File: src/rtl/sdtx_pkg.sv
package sdtx_pkg;

  typedef enum logic [2:0] {
    ST_IDLE   = 3'd0,
    ST_SEND   = 3'd1,
    ST_HOLD   = 3'd2,
    ST_STATUS = 3'd3,
    ST_BUSYW  = 3'd4,
    ST_REPORT = 3'd5
  } sdtx_state_e;

  localparam int unsigned NIB_W = 4;

endpackage

File: src/rtl/sdtx_nibble_shifter.sv
module sdtx_nibble_shifter
  import sdtx_pkg::*;
#(
  parameter int unsigned WORD_W = 32,
  localparam int unsigned NPW   = WORD_W / NIB_W,
  localparam int unsigned PW    = (NPW > 1) ? $clog2(NPW) : 1
) (
  input  logic              clk,
  input  logic              rst_n,
  input  logic              flush_i,
  input  logic              step_i,
  input  logic [WORD_W-1:0] word_i,
  output logic              empty_o,
  output logic [NIB_W-1:0]  nib_o
);

  logic [WORD_W-1:0] sh_q, sh_d;
  logic [PW-1:0]     pos_q, pos_d;
  logic [NIB_W-1:0]  nib_q, nib_d;

  assign empty_o = (pos_q == '0);
  assign nib_o   = nib_q;

  always_comb begin
    sh_d  = sh_q;
    pos_d = pos_q;
    nib_d = nib_q;
    if (flush_i) begin
      pos_d = '0;
    end else if (step_i) begin
      if (empty_o) begin
        nib_d = word_i[WORD_W-1 -: NIB_W];
        sh_d  = {word_i[WORD_W-NIB_W-1:0], {NIB_W{1'b0}}};
        pos_d = PW'(NPW - 1);
      end else begin
        nib_d = sh_q[WORD_W-1 -: NIB_W];
        sh_d  = {sh_q[WORD_W-NIB_W-1:0], {NIB_W{1'b0}}};
        pos_d = pos_q - 1'b1;
      end
    end
  end

  always_ff @(posedge clk or negedge rst_n) begin
    if (!rst_n) begin
      sh_q  <= '0;
      pos_q <= '0;
      nib_q <= '0;
    end else if (flush_i || step_i) begin
      sh_q  <= sh_d;
      pos_q <= pos_d;
      nib_q <= nib_d;
    end
  end

endmodule

File: src/rtl/sdtx_status_capture.sv
module sdtx_status_capture #(
  parameter int unsigned STAT_W = 32,
  localparam int unsigned SC_W  = (STAT_W > 1) ? $clog2(STAT_W) : 1
) (
  input  logic              clk,
  input  logic              rst_n,
  input  logic              clear_i,
  input  logic [SC_W-1:0]   len_m1_i,
  input  logic              sample_i,
  input  logic              bit_i,
  output logic              last_o,
  output logic [STAT_W-1:0] word_o
);

  logic [STAT_W-1:0] word_q, word_d;
  logic [SC_W-1:0]   cnt_q, cnt_d;

  assign last_o = (cnt_q == '0);
  assign word_o = word_q;

  always_comb begin
    word_d = word_q;
    cnt_d  = cnt_q;
    if (clear_i) begin
      word_d = '0;
      cnt_d  = len_m1_i;
    end else if (sample_i) begin
      word_d = {word_q[STAT_W-2:0], bit_i};
      if (!last_o) cnt_d = cnt_q - 1'b1;
    end
  end

  always_ff @(posedge clk or negedge rst_n) begin
    if (!rst_n) begin
      word_q <= '0;
      cnt_q  <= '0;
    end else if (clear_i || sample_i) begin
      word_q <= word_d;
      cnt_q  <= cnt_d;
    end
  end

endmodule

File: src/rtl/sdtx_busy_timer.sv
module sdtx_busy_timer #(
  parameter int unsigned BUSY_LIMIT = 1000000,
  localparam int unsigned TM_W      = $clog2(BUSY_LIMIT + 1)
) (
  input  logic clk,
  input  logic rst_n,
  input  logic clear_i,
  input  logic run_i,
  output logic expired_o
);

  logic [TM_W-1:0] cnt_q, cnt_d;

  assign expired_o = (cnt_q == TM_W'(BUSY_LIMIT - 1));

  always_comb begin
    cnt_d = cnt_q;
    if (clear_i)                 cnt_d = '0;
    else if (run_i && !expired_o) cnt_d = cnt_q + 1'b1;
  end

  always_ff @(posedge clk or negedge rst_n) begin
    if (!rst_n)                  cnt_q <= '0;
    else if (clear_i || run_i)   cnt_q <= cnt_d;
  end

endmodule

File: src/rtl/sdtx_block_sender.sv
module sdtx_block_sender
  import sdtx_pkg::*;
#(
  parameter int unsigned WORD_W     = 32,
  parameter int unsigned CNT_W      = 16,
  parameter int unsigned STAT_W     = 32,
  parameter int unsigned BUSY_LIMIT = 1000000,
  localparam int unsigned SC_W      = (STAT_W > 1) ? $clog2(STAT_W) : 1
) (
  input  logic              clk,
  input  logic              rst_n,
  input  logic              start,
  input  logic [CNT_W-1:0]  nib_count_m1,
  input  logic [SC_W-1:0]   stat_bits_m1,
  input  logic              tick_fall,
  input  logic              tick_rise,
  input  logic              s_valid,
  output logic              s_ready,
  input  logic [WORD_W-1:0] s_data,
  output logic [3:0]        dat_out,
  output logic              dat_oe,
  input  logic              dat0_in,
  output logic              m_valid,
  input  logic              m_ready,
  output logic [STAT_W-1:0] m_data,
  output logic              busy,
  output logic              err_underrun,
  output logic              err_timeout
);

  sdtx_state_e      st_q, st_d;
  logic [CNT_W-1:0] nib_q, nib_d;
  logic             oe_q, oe_d;
  logic             eu_q, eu_d;
  logic             et_q, et_d;

  logic start_acc, need_word, underrun, step, last_nib;
  logic sh_empty, stat_sample, stat_last, tm_expired, timeout_hit;

  assign start_acc   = (st_q == ST_IDLE) && start;
  assign need_word   = (st_q == ST_SEND) && tick_fall && sh_empty;
  assign underrun    = need_word && !s_valid;
  assign step        = (st_q == ST_SEND) && tick_fall && !underrun;
  assign last_nib    = (nib_q == '0);
  assign stat_sample = (st_q == ST_STATUS) && tick_rise;
  assign timeout_hit = (st_q == ST_BUSYW) && !dat0_in && tm_expired;

  sdtx_nibble_shifter #(.WORD_W(WORD_W)) u_shift (
    .clk     (clk),
    .rst_n   (rst_n),
    .flush_i (start_acc),
    .step_i  (step),
    .word_i  (s_data),
    .empty_o (sh_empty),
    .nib_o   (dat_out)
  );

  sdtx_status_capture #(.STAT_W(STAT_W)) u_stat (
    .clk      (clk),
    .rst_n    (rst_n),
    .clear_i  (start_acc),
    .len_m1_i (stat_bits_m1),
    .sample_i (stat_sample),
    .bit_i    (dat0_in),
    .last_o   (stat_last),
    .word_o   (m_data)
  );

  sdtx_busy_timer #(.BUSY_LIMIT(BUSY_LIMIT)) u_timer (
    .clk       (clk),
    .rst_n     (rst_n),
    .clear_i   (st_q != ST_BUSYW),
    .run_i     ((st_q == ST_BUSYW) && !dat0_in),
    .expired_o (tm_expired)
  );

  always_comb begin
    st_d  = st_q;
    nib_d = nib_q;
    oe_d  = oe_q;
    eu_d  = underrun;
    et_d  = timeout_hit;
    unique case (st_q)
      ST_IDLE: begin
        if (start) begin
          nib_d = nib_count_m1;
          st_d  = ST_SEND;
        end
      end
      ST_SEND: begin
        if (underrun) begin
          oe_d = 1'b0;
          st_d = ST_IDLE;
        end else if (step) begin
          oe_d = 1'b1;
          if (last_nib) st_d = ST_HOLD;
          else          nib_d = nib_q - 1'b1;
        end
      end
      ST_HOLD: begin
        if (tick_fall) begin
          oe_d = 1'b0;
          st_d = ST_STATUS;
        end
      end
      ST_STATUS: begin
        if (stat_sample && stat_last) st_d = ST_BUSYW;
      end
      ST_BUSYW: begin
        if (dat0_in)          st_d = ST_REPORT;
        else if (tm_expired)  st_d = ST_IDLE;
      end
      ST_REPORT: begin
        if (m_ready) st_d = ST_IDLE;
      end
      default: st_d = ST_IDLE;
    endcase
  end

  always_ff @(posedge clk or negedge rst_n) begin
    if (!rst_n) begin
      st_q  <= ST_IDLE;
      nib_q <= '0;
      oe_q  <= 1'b0;
      eu_q  <= 1'b0;
      et_q  <= 1'b0;
    end else begin
      st_q  <= st_d;
      nib_q <= nib_d;
      oe_q  <= oe_d;
      eu_q  <= eu_d;
      et_q  <= et_d;
    end
  end

  assign s_ready      = need_word;
  assign dat_oe       = oe_q;
  assign m_valid      = (st_q == ST_REPORT);
  assign busy         = (st_q != ST_IDLE);
  assign err_underrun = eu_q;
  assign err_timeout  = et_q;

endmodule

File: config.mk
export PLATFORM = sky130hd
export DESIGN_NAME = sdtx_block_sender
export DESIGN_NICKNAME = d
export VERILOG_FILES = /design/src/rtl/sdtx_pkg.sv /design/src/rtl/sdtx_nibble_shifter.sv /design/src/rtl/sdtx_status_capture.sv /design/src/rtl/sdtx_busy_timer.sv /design/src/rtl/sdtx_block_sender.sv
export SDC_FILE = /design/constraint.sdc
export NUM_CORES = 1
export LEC_CHECK = 0
export ABC_AREA = 1
export CAP_MARGIN = 10
export CORE_ASPECT_RATIO = 0.5
export CORE_MARGIN = 2
export CORE_UTILIZATION = 33
export CTS_BUF_LIST = sky130_fd_sc_hd__clkbuf_2 sky130_fd_sc_hd__clkbuf_4 sky130_fd_sc_hd__clkbuf_8
export DETAILED_ROUTE_END_ITERATION = 8
export PLACE_DENSITY_LB_ADDON = 0.1
export SYNTH_ARGS = -nofsm -noshare
export SYNTH_HDL_FRONTEND = slang
export SYNTH_HIERARCHICAL = 1
export SYNTH_SLANG_ARGS = --single-unit
File: constraint.sdc
create_clock -name clk -period 4.3 [get_ports clk]
set_clock_uncertainty 0.1 [all_clocks]
set_input_delay 0.86 -clock clk [delete_from_list [all_inputs] [get_ports clk]]
set_output_delay 0.86 -clock clk [all_outputs]
set_load 0.005 [all_outputs]
==> impl_results.md, run 1 <==
- Largest cells by area after synthesis: dfrtp_1 (42%), nand2_1 (18%), nand3_1 (9.4%)
- Router iterations before antenna repair: 5
- Crit end category: output pin
- VDD IR-drop max: 0.0002434 V
- Drt wl/cell: 13.09 um
- Post-synth ARST share: 100.0%
- Hold Path Class: reg2reg
- Clk buf depth: 2
- Clock Latency Late Sink: 0.46 ns
- Register area share after synthesis: 42.36%
- CP arrival: 2.27 ns
- Core area: 19,730 um2
- FF+latch count, synth: 114
- Final GP Congestion: 0.8435
- Placed instance count: 1,282
- Max-cap violations: 0
- Final Hold Violating Endpoints: 0
- Fin worst setup slack: 1.070 ns
- Gr ovfl total: 0
- Final TNS setup: 0 ns
- I/O Pins: 103
- CP Buf/Inv Count: 2
- Mapped Cells: 937
- DRC errors left: 0
- First-pass GRT wire length: 29,830 um
- Power density cells: 583.1 nW/um2
- Clock transition at the registers of the reported paths: 0.06 ns
- Routed WL: 17,190 um
- Syn avg cell area: 7.188 um2
- Post-detail-place hpwl: 11,880 um
- Setup Buffers After CTS: 0
- Layout cells sized above 1: 8.883%
- P_leak: 4.147 nW
- # clock sinks: 114
- Status: completed
- Worst path cell trace: clkdlybuf4s50_1, nand4_2, nor2_1, clkdlybuf4s50_1
- Antenna cells: 0
- P&R area growth vs syn: 24.91%
- Initial drt markers: 290
- Largest delay share family, worst path: buffers and inverters
- CP most frequent cell: clkdlybuf4s50_1
- Mapped Area: 6735 um2
- Vias in the first global route: 5,894
- Critical Path Fanout Max: 4
- Routed via count: 6,055
- Slew headroom: 37.33%
- Post-CTS Resized: 0
- Chip width: 206.0 um
- Min Clock Period, post-route: 3.230 ns
- Final Cycle Share: 75.13%
- Die area: 21,640 um2
- NumNets Final: 1,102
- Detail Route Antenna Nets: 0
- Crit path kind: in2out
- RSZ-0062 raised after global routing: false
- Pre-CTS setup slack: 1.059 ns
- GRT Total Usage: 17.30%
- Post-Layout Cell Count: 1,313
- Top post-synthesis cells by count: nand2_1 (328), inv_1 (135), nand3_1 (126), dfrtp_1 (114), nor2_1 (78)
- Count leader, synth: nand2_1
- Critical Path Max Stage Delay: 0.57 ns
- CP Launch Type: input pin
- Post-synth net total: 1,004
- Largest net degree at the start of global routing: 68
- Slowest-stage cell, CP: clkdlybuf4s50_1
- DR vias/cell: 4.612
- FMAX: 309.6 MHz
- Final setup violation count: 0
- Post-synth top area share: 42.36%
- Final core area utilization: 42.64%
- Warnings from Yosys: 6
- Ys flop type: dfrtp_1
- Die H: 105.0 um
- Max-slew violations: 0
- Initial Utilization: 34.14%
- PortBufs: 102
- CTS tree: built
- Htree depth: 4
- Initial antenna violation count: 0
- CTS buffer count: 17
- Biggest area consumer among synthesized cells: dfrtp_1
- Root Buffer: clkbuf_8
- Worst hold margin: 0.3799 ns
- Row count: 36
- EDFF count, synth: 0
- Yosys cell types: 37
- Hold_buf cts: 0
- Worst endpoint required time: 3.34 ns
- Slew @ Worst Pin: 0.9401 ns
==> flip-flops by register name, indices dropped and copies added (netlist names) <==
| name | flops |
|---|---|
| u_stat/cnt_q | 5 |
| u_timer/cnt_q | 20 |
| dat_oe | 1 |
| err_underrun | 1 |
| u_shift/nib_o | 4 |
| err_timeout | 1 |
| u_stat/word_o | 32 |
| u_shift/pos_q | 3 |
| u_shift/sh_q | 28 |
| st_q | 3 |
| nib_q | 16 |
==> power by group <==
part | switching, mW | internal (mW)
sequential | 0.216 | 1.35
clock | 0.468 | 0.796
combinational | 1.37 | 0.705
total | 2.05 | 2.85
==> worst reg2reg max path: cells and delay by family (launching register included) <==
family / cells / cell delay, ns
DFF: 1 / 0.50
buffers and inverters: 3 / 0.44
and+or+nand+nor: 5 / 1.49
==> per-stage QoR <==
step	total power, mW	instance area [um2]
6_report	4.906	8413
5_1_grt	5.390	8413
4_1_cts	4.980	8413
3_5_place_dp	3.686	7926
3_3_place_gp	3.665	7926
2_1_floorplan	3.181	6735
==> final timing paths <==
check	depth (start not counted)	start	slack, ns	to
min in group asynchronous	1	rst_n	0.44	u_shift/sh_q[27]
max reg2reg	8	st_q[1]	1.69	u_timer/cnt_q[10]
min reg2reg	2	u_shift/sh_q[18]	0.38	u_shift/sh_q[18]
max	4	tick_fall	1.07	s_ready
min	2	u_shift/sh_q[18]	0.38	u_shift/sh_q[18]
max in group asynchronous	2	rst_n	2.88	u_stat/word_o[3]
==> routing by layer <==
metal / vias to the layer above / global-route usage [%] / part of all wire [%]
li1: 3115 / - / -
met1: 2818 / 23.52 / 49
met2: 100 / 26.75 / 45
met3: 22 / 3.899 / 4.2
met4: 0 / 6.480 / 1.7
met5: - / 0 / 0
==> placed cells by master (no fill, tap or decap), types with 3 or more instances in the layout <==
| cell | count |
|---|---|
| buf_4 | 7 |
| bufinv_16 | 6 |
| clkbuf_8 | 20 |
| clkdlybuf4s50_1 | 101 |
| clkinv_2 | 3 |
| dfrtp_1 | 114 |
| ha_1 | 6 |
| inv_1 | 135 |
| inv_2 | 11 |
| nand2_1 | 328 |
| nand2_2 | 5 |
| nand2_4 | 4 |
| nand3_1 | 126 |
| nand4_1 | 13 |
| nor2_1 | 78 |
| nor2_2 | 3 |
| nor2_4 | 3 |
| nor3_1 | 6 |
| o21ai_0 | 22 |
| o21ai_1 | 6 |
| o22ai_2 | 20 |
| xor2_1 | 8 |
==> cell type report <==
| type | count | area [um2] |
|---|---|---|
| inverters | 147 | 556.8 |
| multi-input cells | 646 | 3100 |
| repair buffers | 109 | 1084 |
| clock buffers | 21 | 282.8 |
| well taps | 266 | 332.8 |
| flip-flops and latches | 114 | 2853 |
| fillers | 2082 | 11320 |
| clock inverters | 10 | 203.9 |
==> logic make-up (layout without fill, tap and decap cells) <==
logic type	Yosys count	after routing	share of synthesized area [%]
AND/OR/NAND/NOR	575	575	37.06
XOR/XNOR	10	10	1.300
buffers and inverters	177	287	11.61
AO/OA/AOI/OAI	55	55	6.558
adder cells (fa/ha/maj)	6	6	1.115
flip-flops	114	114	42.36
Note: power is estimated with default switching activity, not from simulation.
==> inputs of run 2 (changes only) <==
==> constraint.sdc (replaced) <==
create_clock -name clk -period 2.7 [get_ports clk]
set_clock_uncertainty 0.1 [all_clocks]
set_input_delay 0.54 -clock clk [delete_from_list [all_inputs] [get_ports clk]]
set_output_delay 0.54 -clock clk [all_outputs]
set_load 0.005 [all_outputs]
==> impl_results.md, run 2 (synthesis gave the netlist of run 1 again) <==
- Initial antenna violation count: 0 (unchanged)
- FF-to-FF End: st_q[2]
- Chip width: 206.0 um (unchanged)
- Max FFs per register: 32 (unchanged)
- Antenna cells: 0 (unchanged)
- Fin worst setup slack: 0.2043 ns (-0.8653 ns)
- # clock sinks: 114 (unchanged)
- Min Clock Period, post-route: 2.496 ns
- I/O Pins: 103 (unchanged)
- DRC errors left: 0 (unchanged)
- Max-slew violations: 0 (unchanged)
- Critical Path Max Stage Delay: 0.57 ns (about the same)
- Status: completed
- Worst Hold Path EP: u_shift/sh_q[19]
- Worst path cell trace: inv_2, nor3_1, clkdlybuf4s50_1
- VDD IR-drop max: 0.0004270 V (+75%)
- Reg2Reg Setup Slack: 0.39 ns (-1.30 ns)
- Power density cells: 897.6 nW/um2 (+54%)
- Largest net degree at the start of global routing: 42 (-38%)
- Final core area utilization: 42.80% (+0.16 points)
- P&R area growth vs syn: 25.38%
- Final GP Congestion: 0.8803 (+4.4%)
- Slowest-stage cell, CP: clkdlybuf4s50_1
- Final Hold Violating Endpoints: 0 (unchanged)
- Slew @ Worst Pin: 0.5739 ns (-0.3662 ns)
- Max-cap violations: 0 (unchanged)
- CTS buffer count: 17 (unchanged)
- Die H: 105.0 um (unchanged)
- Final setup violation count: 0 (unchanged)
- Clk buf depth: 2 (unchanged)
- Slew headroom: 61.74% (+24 points)
- Pre-CTS setup slack: 0.1848 ns (-0.8740 ns)
- CTS tree: built
- PortBufs: 102 (unchanged)
- Core area: 19,730 um2 (unchanged)
- First-pass GRT wire length: 30,230 um (+1.3%)
- CP Launch Type: flop
- Vias in the first global route: 6,057 (+2.8%)
- Root Buffer: clkbuf_8
- Crit path kind: reg2out
- Die area: 21,640 um2 (unchanged)
- Htree depth: 4 (unchanged)
- Clock Latency Late Sink: 0.45 ns (about the same)
- FILL cells: 2,091 (+0.43%)
- Drt wl/cell: 13.10 um (about the same)
- Router iterations before antenna repair: 5 (unchanged)
- Most common cell after layout, fill and taps aside: nand2_1
- GRT Total Usage: 17.60% (+0.30 points)
- P_leak: 4.187 nW (+0.96%)
- Initial Utilization: 34.14% (unchanged)
- Layout cells sized above 1: 9.906% (+1.0 points)
- Hold Path Class: reg2reg
- Row count: 36 (unchanged)
- Routed via count: 6,062 (+0.12%)
- NumNets Final: 1,115 (+1.2%)
- CP arrival: 1.86 ns (-0.41 ns)
- Worst hold margin: 0.3806 ns (+0.0006800 ns)
- Initial drt markers: 317 (+9.3%)
- Reg area: 2853 um2 (unchanged)
- RSZ-0062 raised after global routing: false
- Detail Route Antenna Nets: 0 (unchanged)
- Clock transition at the registers of the reported paths: 0.07 ns (about the same)
- Final Cycle Share: 92.44%
- Most frequent cells in the layout: nand2_1 (328), inv_1 (135), nand3_1 (126)
- DR vias/cell: 4.572 (-0.87%)
- Footprint of the multi-input gates: 3100 um2 (unchanged)
- Post-detail-place hpwl: 12,530 um (+5.5%)
- Gr ovfl total: 0 (unchanged)
- Worst endpoint required time: 2.06 ns (-1.28 ns)
- R2R depth: 12 (+4)
- Reg2Reg Launch Point: u_timer/cnt_q[1]
- Worst Min Path Start: u_shift/sh_q[19]
- Routed WL: 17,360 um (+0.99%)
- Hold path cells: 2 (unchanged)
- Critical Path Fanout Max: 7 (+3)
- Power Total: 7.580 mW (+54%)
- FMAX: 400.7 MHz
- Final TNS setup: 0 ns (unchanged)
- Crit end category: output pin
-- run 2: changes by cell type in the layout (fill, tap and decap cells not counted) --
cell	before	now
buf_4	7	19
bufinv_16	6	3
clkdlybuf4s50_1	101	100
clkinv_2	3	4
clkinv_4	1	0
clkinvlp_4	0	3
dlygate4sd3_1	0	1
dlymetal6s2s_1	0	1
-- run 2: what timing repair did --
item	4_1_cts	5_1_grt
setup buffers	0	0
hold buffers	1	0
endpoints found under the hold margin	38	0
setup endpoints to repair	0	1
gates resized for setup	0	1
-- run 2: area by class of cell --
type / instances / area share, %
Multi-Input combinational cell: 646 / 36.72
Sequential cell: 114 / 33.78
Timing Repair Buffer: 122 / 14.05
Inverter: 147 / 6.594
Tap cell: 266 / 3.941
Clock buffer: 21 / 3.349
Clock inverter: 10 / 1.571
-- run 2: per-stage QoR --
step	area [um2]	instances
4_1_cts	8442	1326
5_1_grt	8444	1326
6_report	8444	1326
2_1_floorplan	6735	937
3_5_place_dp	8016	1294
3_3_place_gp	8016	1294
-- run 2: worst max-delay path by stage --
stage / start / endpoint / slack, ns / cells past startpoint
after floorplan: u_shift/pos_q[0] / u_shift/pos_q[0] / 0.69 / 11
after global placement: tick_fall / s_ready / 0.19 / 4
after detailed placement: tick_fall / s_ready / 0.18 / 4
after CTS: u_shift/pos_q[0] / s_ready / 0.009 / 7
after global routing: st_q[0] / m_valid / 0.03 / 3
final: st_q[2] / m_valid / 0.20 / 3
-- run 2: where the power goes --
| group | switching [mW] | internal [mW] | leakage [nW] |
|---|---|---|---|
| registers | 0.352 | 2.15 | 1.51 |
| clock network | 0.728 | 0.984 | 0.207 |
| logic | 2.20 | 1.17 | 2.47 |
-- run 2: critical path, delay by kind of cell (launching register included) --
kind | cells | cell delay [ns]
AND/OR/NAND/NOR | 1 | 0.25
buffers and inverters | 2 | 0.68
flip-flops | 1 | 0.48
-- run 2: metal layers --
| layer | track usage [%] | vias to the layer above | share of wire (%) |
|---|---|---|---|
| li1 | - | 3147 | - |
| met5 | 0 | - | 0 |
| met3 | 4.367 | 23 | 3.3 |
| met4 | 5.612 | 0 | 1.8 |
| met2 | 27.13 | 86 | 45 |
| met1 | 24.14 | 2806 | 49 |
==> inputs of run 3 (changes only) <==
--- a/config.mk
+++ b/config.mk
@@ -13,6 +13,7 @@
 export CTS_BUF_LIST = sky130_fd_sc_hd__clkbuf_2 sky130_fd_sc_hd__clkbuf_4 sky130_fd_sc_hd__clkbuf_8
 export DETAILED_ROUTE_END_ITERATION = 8
 export PLACE_DENSITY_LB_ADDON = 0.1
+export SETUP_SLACK_MARGIN = 0.2
 export SYNTH_ARGS = -nofsm -noshare
 export SYNTH_HDL_FRONTEND = slang
 export SYNTH_HIERARCHICAL = 1
==> impl_results.md, run 3 (synthesis gave the netlist of run 1 again) <==
- Status: completed
- Antenna cells: 0 (unchanged)
- P&R area growth vs syn: 25.58%
- Final Cycle Share: 87.72% (-4.7 points)
- Htree depth: 4 (unchanged)
- Internal Power: 4.310 mW (+0.15%)
- Slowest-stage cell, CP: clkdlybuf4s50_1
- Initial antenna violation count: 0 (unchanged)
- Setup Buffers After CTS: 0 (unchanged)
- Drt wl/cell: 13.10 um (about the same)
- FILL cells: 2,090 (-0.048%)
- Slew @ Worst Pin: 0.5729 ns (-0.0009630 ns)
- Clock Power Share: 22.5% (about the same)
- NumNets Final: 1,115 (unchanged)
- DR vias/cell: 4.567 (about the same)
- Chip width: 206.0 um (unchanged)
- Root Buffer: clkbuf_8
- DRC errors left: 0 (unchanged)
- Cell area after layout: 8458 um2 (+0.16%)
- CP arrival: 1.73 ns (-0.13 ns)
- Max-cap violations: 0 (unchanged)
- Final TNS setup: 0 ns (unchanged)
- GRT Total Usage: 17.59% (about the same)
- Placed Area: 8016 um2 (unchanged)
- # clock sinks: 114 (unchanged)
- I/O Pins: 103 (unchanged)
- Routed via count: 6,056 (-0.099%)
- Final setup violation count: 0 (unchanged)
- Core area: 19,730 um2 (unchanged)
- Max FFs per register: 32 (unchanged)
- Min Clock Period, post-route: 2.368 ns (-0.1274 ns)
- Most common cell after layout, fill and taps aside: nand2_1
- Initial Utilization: 34.14% (unchanged)
- Crit path kind: reg2out
- First-pass GRT wire length: 30,220 um (about the same)
- Crit end category: output pin
- Post-detail-place hpwl: 12,530 um (unchanged)
- Clk buf depth: 2 (unchanged)
- Initial drt markers: 297 (-6.3%)
- Power density cells: 897.3 nW/um2 (about the same)
- CP startpoint: st_q[1]
- P_sw: 3.280 mW (+0.12%)
- Worst Min Path Start: u_shift/sh_q[19]
- Largest delay share family, worst path: buffers and inverters
- Critical Path Max Stage Delay: 0.55 ns (-0.02 ns)
- Row count: 36 (unchanged)
- Logic pwr share: 44.4% (about the same)
- CP Buf/Inv Count: 1 (-1)
- PortBufs: 102 (unchanged)
- Reg2Reg Setup Slack: 0.47 ns (+0.08 ns)
- VDD IR-drop max: 0.0004233 V (-0.89%)
- Slew headroom: 61.80% (+0.064 points)
- FMAX: 422.2 MHz (+5.4%)
- Post-Layout Cell Count: 1,326 (unchanged)
- Critical Path Fanout Max: 6 (-1)
- Final Hold Violating Endpoints: 0 (unchanged)
- Routed WL: 17,370 um (about the same)
- FF-to-FF End: st_q[2]
- Clock transition at the registers of the reported paths: 0.07 ns (about the same)
- Worst Hold Path EP: u_shift/sh_q[19]
- Final core area utilization: 42.87% (+0.070 points)
- Largest net degree at the start of global routing: 42 (unchanged)
- Gr ovfl total: 0 (unchanged)
- P_leak: 4.170 nW (-0.40%)
- Final GP Congestion: 0.8803 (unchanged)
- Worst path cell trace: nor3_2, clkdlybuf4s50_1
- RSZ-0062 raised after global routing: false
- Die H: 105.0 um (unchanged)
- R2R depth: 12 (unchanged)
- Layout cells sized above 1: 10.57% (+0.66 points)
- Placed instance count: 1,294 (unchanged)
- Sequential share of power: 33.1% (about the same)
- Worst endpoint required time: 2.06 ns (about the same)
- Sw frac: 43.21% (about the same)
- Clock Latency Late Sink: 0.45 ns (about the same)
- Vias in the first global route: 6,048 (-0.15%)
- Power Total: 7.590 mW (+0.13%)
- Most frequent cells in the layout: nand2_1 (328), inv_1 (134), nand3_1 (126)
- Hold Path Class: reg2reg
- CTS buffer count: 17 (unchanged)
- Max-slew violations: 0 (unchanged)
- Die area: 21,640 um2 (unchanged)
- CP Launch Type: flop
- Detail Route Antenna Nets: 0 (unchanged)
- Hold path cells: 2 (unchanged)
- CTS tree: built
- Router iterations before antenna repair: 5 (unchanged)
- Reg2Reg Launch Point: u_timer/cnt_q[1]
-- run 3: changes by cell type in the layout (fill, tap and decap cells not counted), sizes merged --
cell | before | now
dlymetal6s2s | 1 | 0
dlygate4sd2 | 0 | 1
-- run 3: how the worst max path moves through the flow --
stage,endpoint,cells past startpoint
after floorplan,u_shift/pos_q[0],11
after global placement,s_ready,4
after detailed placement,s_ready,4
after CTS,busy,3
after global routing,s_ready,7
final,m_valid,2
-- run 3: metal layers --
metal  up-vias  routed length, um  track usage [%]
met5         -                  0                0
met4         0                326            5.612
met3        25                564            4.367
met2        84               7897            27.09
met1      2803               8577            24.16
li1       3144                  -                -
-- run 3: area by class of cell --
type | instances | area (um2) | area share (%)
multi-input cells | 646 | 3114 | 36.82
inverters | 147 | 556.8 | 6.583
flip-flops and latches | 114 | 2856 | 33.77
repair buffers | 122 | 1182 | 13.98
well taps | 266 | 332.8 | 3.935
clock buffers | 21 | 282.8 | 3.343
clock inverters | 10 | 132.6 | 1.568
-- run 3: repair_timing --
action,in CTS,in global routing
resized for setup,5,3
pin swaps,0,0
endpoints found under the setup margin,2,6
hold buffers,1,0
hold endpoints to repair,38,0
-- run 3: metrics by stage --
step,hold WS [ns],setup WS (ns)
after floorplan,0.1444,0.6936
after global placement,0.3640,0.1949
after detailed placement,0.3678,0.1848
after CTS,0.3875,0.2055
after global routing,0.4009,0.2183
final,0.3806,0.3317
-- run 3: worst reg2reg max path, cell delays in order (launching register included) --
cell	delay [ns]
dfrtp_1	0.37
ha_1	0.24
nand2_1	0.10
nor2_1	0.18
nand4_1	0.14
nor4_2	0.33
inv_1	0.12
nand2_1	0.10
o21ai_1	0.08
nor2_2	0.14
nand2_1	0.11
nand2_1	0.07
nand2_1	0.05
-- run 3: power groups by stage --
stage / logic [mW] / registers [mW] / clock network, mW
after floorplan: 2.62 / 2.44 / 0
after global placement: 3.37 / 2.54 / 0
after detailed placement: 3.40 / 2.52 / 0
after CTS: 3.42 / 2.50 / 1.78
after global routing: 3.91 / 2.57 / 1.86
final: 3.37 / 2.51 / 1.71
